==> src/rtl/tenure_pkg.sv <==
package tenure_pkg;
  localparam int unsigned TENURE_W_DEF = 8;

  typedef enum logic {
    ST_IDLE   = 1'b0,
    ST_ACTIVE = 1'b1
  } tenure_state_e;
endpackage

==> src/rtl/tenure_cfg_reg.sv <==
module tenure_cfg_reg #(
  parameter int unsigned W = 8,
  parameter logic [W-1:0] RST_VAL = '0
) (
  input  logic         clk,
  input  logic         rst_n,
  input  logic         wr_en,
  input  logic [W-1:0] wr_data,
  output logic [W-1:0] q
);
  logic [W-1:0] q_r;

  always_ff @(posedge clk) begin
    if (!rst_n)     q_r <= RST_VAL;
    else if (wr_en) q_r <= wr_data;
  end

  assign q = q_r;

  AST_WRITE_LANDS: assert property (@(posedge clk) disable iff (!rst_n)
    wr_en |=> q == $past(wr_data));
  AST_NO_STRAY_WRITE: assert property (@(posedge clk) disable iff (!rst_n)
    !wr_en |=> $stable(q));
endmodule

==> src/rtl/tenure_down_counter.sv <==
module tenure_down_counter #(
  parameter int unsigned W = 8
) (
  input  logic         clk,
  input  logic         rst_n,
  input  logic         load,
  input  logic [W-1:0] load_val,
  input  logic         dec,
  output logic         cnt_zero
);
  localparam logic [W-1:0] ONE = {{(W-1){1'b0}}, 1'b1};

  logic [W-1:0] cnt_q;

  always_ff @(posedge clk) begin
    if (!rst_n)                  cnt_q <= '0;
    else if (load)               cnt_q <= load_val;
    else if (dec && cnt_q != '0) cnt_q <= cnt_q - ONE;
  end

  assign cnt_zero = (cnt_q == '0);

  AST_LOAD_TAKES: assert property (@(posedge clk) disable iff (!rst_n)
    load |=> cnt_q == $past(load_val));
  AST_STEP_DOWN: assert property (@(posedge clk) disable iff (!rst_n)
    (dec && !load && !cnt_zero) |=> cnt_q == $past(cnt_q) - ONE);
  AST_HOLD_IDLE: assert property (@(posedge clk) disable iff (!rst_n)
    (!dec && !load) |=> $stable(cnt_q));
endmodule

==> src/rtl/tenure_term_ctl.sv <==
module tenure_term_ctl
  import tenure_pkg::*;
(
  input  logic clk,
  input  logic rst_n,
  input  logic frame_start,
  input  logic phase_done,
  input  logic xfer_done,
  input  logic cnt_zero,
  output logic load,
  output logic dec,
  output logic term_req
);
  tenure_state_e st_q, st_d;
  logic active;

  assign active   = (st_q == ST_ACTIVE);
  assign term_req = active && cnt_zero;
  assign load     = frame_start;
  assign dec      = active && !frame_start && !cnt_zero;

  always_comb begin
    st_d = st_q;
    unique case (st_q)
      ST_IDLE: begin
        if (frame_start) st_d = ST_ACTIVE;
      end
      ST_ACTIVE: begin
        if (frame_start)                  st_d = ST_ACTIVE;
        else if (xfer_done)               st_d = ST_IDLE;
        else if (term_req && phase_done)  st_d = ST_IDLE;
        else                              st_d = ST_ACTIVE;
      end
      default: st_d = ST_IDLE;
    endcase
  end

  always_ff @(posedge clk) begin
    if (!rst_n) st_q <= ST_IDLE;
    else        st_q <= st_d;
  end

  AST_TERM_HOLDS: assert property (@(posedge clk) disable iff (!rst_n)
    (term_req && !phase_done && !xfer_done && !frame_start) |=> term_req);
  AST_TERM_CLEARS: assert property (@(posedge clk) disable iff (!rst_n)
    (term_req && phase_done && !frame_start) |=> !term_req);
  AST_DONE_QUIETS: assert property (@(posedge clk) disable iff (!rst_n)
    (xfer_done && !frame_start) |=> !term_req);
  AST_FRAME_OPENS: assert property (@(posedge clk) disable iff (!rst_n)
    frame_start |=> active);
endmodule

==> src/rtl/bus_tenure_limiter.sv <==
module bus_tenure_limiter
  import tenure_pkg::*;
#(
  parameter int unsigned TIMER_W = TENURE_W_DEF
) (
  input  logic               clk,
  input  logic               rst_n,
  input  logic               cfg_wr_en,
  input  logic [TIMER_W-1:0] cfg_wr_data,
  output logic [TIMER_W-1:0] cfg_rd_data,
  input  logic               frame_start,
  input  logic               phase_done,
  input  logic               xfer_done,
  output logic               term_req
);
  logic [TIMER_W-1:0] limit_q;
  logic load, dec, cnt_zero;

  tenure_cfg_reg #(.W(TIMER_W), .RST_VAL('0)) u_cfg (
    .clk     (clk),
    .rst_n   (rst_n),
    .wr_en   (cfg_wr_en),
    .wr_data (cfg_wr_data),
    .q       (limit_q)
  );

  tenure_down_counter #(.W(TIMER_W)) u_cnt (
    .clk      (clk),
    .rst_n    (rst_n),
    .load     (load),
    .load_val (limit_q),
    .dec      (dec),
    .cnt_zero (cnt_zero)
  );

  tenure_term_ctl u_ctl (
    .clk         (clk),
    .rst_n       (rst_n),
    .frame_start (frame_start),
    .phase_done  (phase_done),
    .xfer_done   (xfer_done),
    .cnt_zero    (cnt_zero),
    .load        (load),
    .dec         (dec),
    .term_req    (term_req)
  );

  assign cfg_rd_data = limit_q;

  AST_RESET_QUIET: assert property (@(posedge clk)
    !rst_n |=> (!term_req && cfg_rd_data == '0));
  AST_ZERO_LIMIT: assert property (@(posedge clk) disable iff (!rst_n)
    (frame_start && limit_q == '0) |=> term_req);
endmodule

==> config.mk <==
export PLATFORM = sky130hd
export DESIGN_NAME = bus_tenure_limiter
export DESIGN_NICKNAME = d
export VERILOG_FILES = /design/src/rtl/tenure_pkg.sv /design/src/rtl/tenure_cfg_reg.sv /design/src/rtl/tenure_down_counter.sv /design/src/rtl/tenure_term_ctl.sv /design/src/rtl/bus_tenure_limiter.sv
export SDC_FILE = /design/constraint.sdc
export NUM_CORES = 1
export LEC_CHECK = 0
export ABC_AREA = 0
export CAP_MARGIN = 15
export CORE_MARGIN = 1
export CORE_UTILIZATION = 35
export CTS_BUF_LIST = sky130_fd_sc_hd__clkbuf_8
export DETAILED_ROUTE_END_ITERATION = 10
export PLACE_DENSITY = 0.71
export SYNTH_ARGS = -nofsm -noshare
export SYNTH_HDL_FRONTEND = slang
export SYNTH_SLANG_ARGS = --single-unit
==> constraint.sdc <==
create_clock -name clk -period 1.8 [get_ports clk]
set_input_delay 0.36 -clock clk [delete_from_list [all_inputs] [get_ports clk]]
set_output_delay 0.36 -clock clk [all_outputs]
set_load 0.01 [all_outputs]
# Word-level counts from Yosys, hierarchy flattened
# Cells that the tools add are included.
# Widths: inputs -> output; s select.
[totals]
ff_bits = 17
inputBits = 14
output_inout_bits = 9
word_cells = 22
[classes]
n_bitwise = 1
n_reduce_logical = 10
muxes = 7
addsub = 1
[ops]
columns = ["op", "count"]
rows = [
  ["$mux 8", 2],
  ["$logic_not 8->1", 1],
  ["$reduce_bool 8->1", 1],
  ["$sub 8x1->8 const B", 1],
  ["$logic_and 1x1->1", 5],
  ["$mux 1", 4],
  ["$logic_not 1->1", 2],
  ["$pmux 1 s2", 1],
  ["$reduce_bool 2->1", 1],
  ["$not 1->1", 1],
]

# Longest topological paths before layout
[logic_depth]
ltp_word = 7
ltp_mapped = 6
ltp_nobuf = 6

# Hierarchy
# A second synthesis with hierarchy kept.
[unflattened]
cells_unflattened = 90
hier_area_um2 = 873.3
[by_module_without_submodules]
columns = ["mod", "cells_per_inst", "area_per_inst_um2", "instances", "seq_area_each_um2"]
rows = [
  ["tenure_down_counter", 58, 508.0, 1, 160.2],
  ["tenure_cfg_reg", 25, 301.5, 1, 160.2],
  ["tenure_term_ctl", 7, 63.8, 1, 20.0],
]

# Worst setup path before layout
# No wires, ideal clock.
[synth_timing]
kind = "flip-flop to output port"
from = "register u_cnt.cnt_q[0]"
to = "output port term_req"
required_ns = 1.440
path_buffers = 0
setup_slack_ns = 0.376
path_stages_with_launch = 5
arrival_ns = 1.064
cell_sequence = "dfxtp_1 -> inv_1 -> ha_1 -> nor3b_2 -> and3_1"
[synth_via]
elab_chain_len = 2
[synth_rtl]
columns = ["element", "line", "source"]
rows = [
  ["from (decl)", "tenure_down_counter.sv:13", "logic [W-1:0] cnt_q;"],
  ["from (signal assigned)", "tenure_down_counter.sv:17", "else if (load) cnt_q <= load_val;"],
  ["from (signal assigned)", "tenure_down_counter.sv:18", "else if (dec && cnt_q != '0) cnt_q <= cnt_q - ONE;"],
  ["$logic_not 8->1", "tenure_down_counter.sv:21", "assign cnt_zero = (cnt_q == '0);"],
  ["$logic_and 1x1->1", "tenure_term_ctl.sv:18", "assign term_req = active && cnt_zero;"],
  ["to (decl)", "bus_tenure_limiter.sv:14", "output logic term_req"],
]
# Every way passes these cells.

# Worst setup path after layout
# Ends and elaborated chain as after synthesis.

==> results_dict.tcl <==
set metrics [dict create \
    worstPathMaxFanout 2 \
    fin_crit_ps 1670 \
    irDropWorstVdd_mv 0.553 \
    reg2regPathDepth 7 \
    synth.top_cell.area_share 0.410 \
    gp_congestion 0.810 \
    avgRoutedWirePerCell_um 12.1 \
    p_leak_nw 0.522 \
    report.power.total_mw 0.955 \
    cts_root_buffer "clkbuf_8" \
    final_hold_viol_count 0 \
    route.vias.total 780 \
    grt-ovfl-total 0 \
    clock_skew_ps 1.93 \
    synth_flop_cell "dfxtp_1" \
    status "finished, final reports clean" \
    seq_area_frac_synth 0.410 \
    cts_buffer_depth 2 \
    startpoint_type "register" \
    pwr-share-clk 0.290 \
    dieArea_mm2 0.00257 \
    fin_util 0.546 \
    cell_internal_pwr_mw 0.696 \
    grt.total_usage 0.170 \
    yosys_warnings 0 \
    antennaDiodeCount 0 \
    synth_area_leaders "dfxtp_1 41%, mux2i_1 11%, a21oi_1 6.6%" \
    seqPwrFrac 0.444 \
    path_cells "inv_1 -> ha_1 -> nor3b_4 -> and3_1 -> clkbuf_2" \
    fmax_ghz 0.600 \
    synth-async-reset-ratio 0 \
    rows 17 \
    initial_core_util 0.371 \
    h-tree-depth 1 \
    grt_pass1_wl_mm 3.26 \
    slowest_stage "dfxtp_2" \
    core_mm2 0.00223 \
    finalSetupTns_ps 0 \
    combPwrFrac 0.266 \
    required_ps 1440 \
    period_share 0.926 \
    setup_slack_ps 132 \
    wl_mm 1.90 \
    grt_pass1_vias 760 \
    drive_gt1_frac 0.171 \
    p_sw_frac 0.271 \
    dp_hpwl_mm 1.45 \
    drt_iter0_markers 25 \
    yosysTopAreaCell "dfxtp_1" \
    tritoncts "built" \
    synthCells 93 \
    clkTransAtPathRegs_ps 60 \
    yosysMostFrequentCell "dfxtp_1" \
    endpoint_kind "output pin" \
    ys_types 25 \
    synth_commonest_cells "17 x dfxtp_1, 11 x a21oi_1, 11 x nor2_1" \
    pre_cts_ws_ps -176 \
    crit_type "reg -> out" \
    cts.sinks 17 \
    setup_viol 0 \
    synth_seq_cells 17 \
    syn_area_um2 830 \
    worst_slew_pin_slew_ps 435 \
    numCtsBuffers 3 \
    crit_path_max_incr_delay_ps 320 \
    slew_headroom 0.709 \
    clock_latency_ps 250 \
    synth_edf_count 0 \
    synth_fp_nets 109 \
    io_buffers 22 \
    layout.nets 146 \
    syn_to_final_growth_pct 46.9 \
    io_pins 23 \
    routed_via_density 4.97 \
    antenna_found_initial 0 \
    rsz0062_at_grt "false" \
    grt_max_degree 15 \
    drcViolationCount 0 \
    drv_slew 0 \
    drtAntennaViolNets 0 \
    instances_no_fill 157 \
    hold_path_depth 2 \
    die_w_um 50.7 \
    dp_cells 151 \
    switchingPower_mw 0.259 \
    max-cap-violations 0 \
    arrival_ps 1310 \
    drt-pass1-iter-count 4 \
    fillers 218 \
    power_density_mw_per_mm2 783 \
    avgSynthCellArea_um2 8.92 \
    dieHeight_um 50.7 \
    min_path_type "reg -> reg" \
]
## layout by cell type, fill, tap and decap left out, drive strengths merged
cell type / instances
a21oi: 12
mux2i: 9
clkdlybuf4s50: 21
dfxtp: 17
nor3b: 2
and2: 1
a211oi: 2
ha: 2
xor2: 2
or3: 1
xnor2: 4
o221ai: 1
nor3: 2
buf: 13
nor4: 1
inv: 7
and3: 3
o22ai: 2
clkbuf: 4
a211o: 1
nand3: 4
nor2: 11
o21ai: 3
nand2: 4
## kinds of logic (layout without fill, tap and decap cells)
kind of cell               count (synthesis)  in the layout  share of synthesized area
and+or+nand+nor                           29             29                      0.192
AOI/OAI and AO/OA                         21             21                      0.155
DFF                                       17             17                      0.410
muxes                                      9              9                      0.109
buffers and inverters                      9             45                     0.0407
xor gates and xnor gates                   6              6                     0.0633
adders and majority gates                  2              2                     0.0302
## per-stage QoR
step	hold slack [ps]	cell area, µm²
CTS	505	1220
finish	511	1220
global placement	485	1160
global route	527	1220
floorplan	488	830
detailed placement	493	1160
## flip-flops by register name, summed over array words and instances (netlist names)
register,cells
u_ctl.active,1
u_cnt.cnt_q,8
u_cfg.q,8
## final timing paths
check                                            startpoint                           to  slack [ps]
worst max-delay path            u_cnt.cnt_q[0]$_SDFFE_PN0P_                     term_req         130
worst min-delay path                u_cfg.q[1]$_SDFFE_PN0P_  u_cnt.cnt_q[1]$_SDFFE_PN0P_         510
worst max register to register  u_cnt.cnt_q[0]$_SDFFE_PN0P_  u_cnt.cnt_q[0]$_SDFFE_PN0P_         230
worst min register to register      u_cfg.q[1]$_SDFFE_PN0P_  u_cnt.cnt_q[1]$_SDFFE_PN0P_         510
## critical path: cells and delay by family, from the launching register on
kind                     cells  cell delay [ps]
adder cells (fa/ha/maj)      1              180
flip-flops                   1              320
AND/OR/NAND/NOR              2              360
buffers and inverters        2              190
## final cells by class
class                           instances  area (µm²)  share of cell area
Multi-Input combinational cell         67         462               0.379
Sequential cell                        17         342               0.280
Timing Repair Buffer                   35         313               0.257
Clock buffer                            3        41.3              0.0339
Tap cell                               28        35.0              0.0287
Inverter                                6        22.5              0.0185
Clock inverter                          1        3.75             0.00308
## power groups by stage
stage | Combinational, mW | Clock [mW] | Sequential [mW]
after floorplan | 0.129 | 0 | 0.437
after global placement | 0.236 | 0 | 0.430
after detailed placement | 0.240 | 0 | 0.431
after CTS | 0.256 | 0.278 | 0.424
after global routing | 0.280 | 0.306 | 0.427
final | 0.254 | 0.277 | 0.424
## what timing repair did
| item | 4_1_cts | 5_1_grt |
|---|---|---|
| resized for setup | 4 | 1 |
| pin swaps | 1 | 0 |
| hold endpoints to repair | 0 | 0 |
| gates cloned | 0 | 0 |
| setup buffers | 2 | 0 |
| endpoints found under the setup margin | 1 | 1 |
| hold buffers | 0 | 0 |
## layer usage
metal,vias to the layer above,share of wire,GRT usage
met5,-,0,0
met4,0,0.012,0.0556
met1,360,0.47,0.209
met3,3,0.036,0.0273
li1,396,-,-
met2,21,0.48,0.298
No activity file was read; power rests on OpenSTA's default activity.
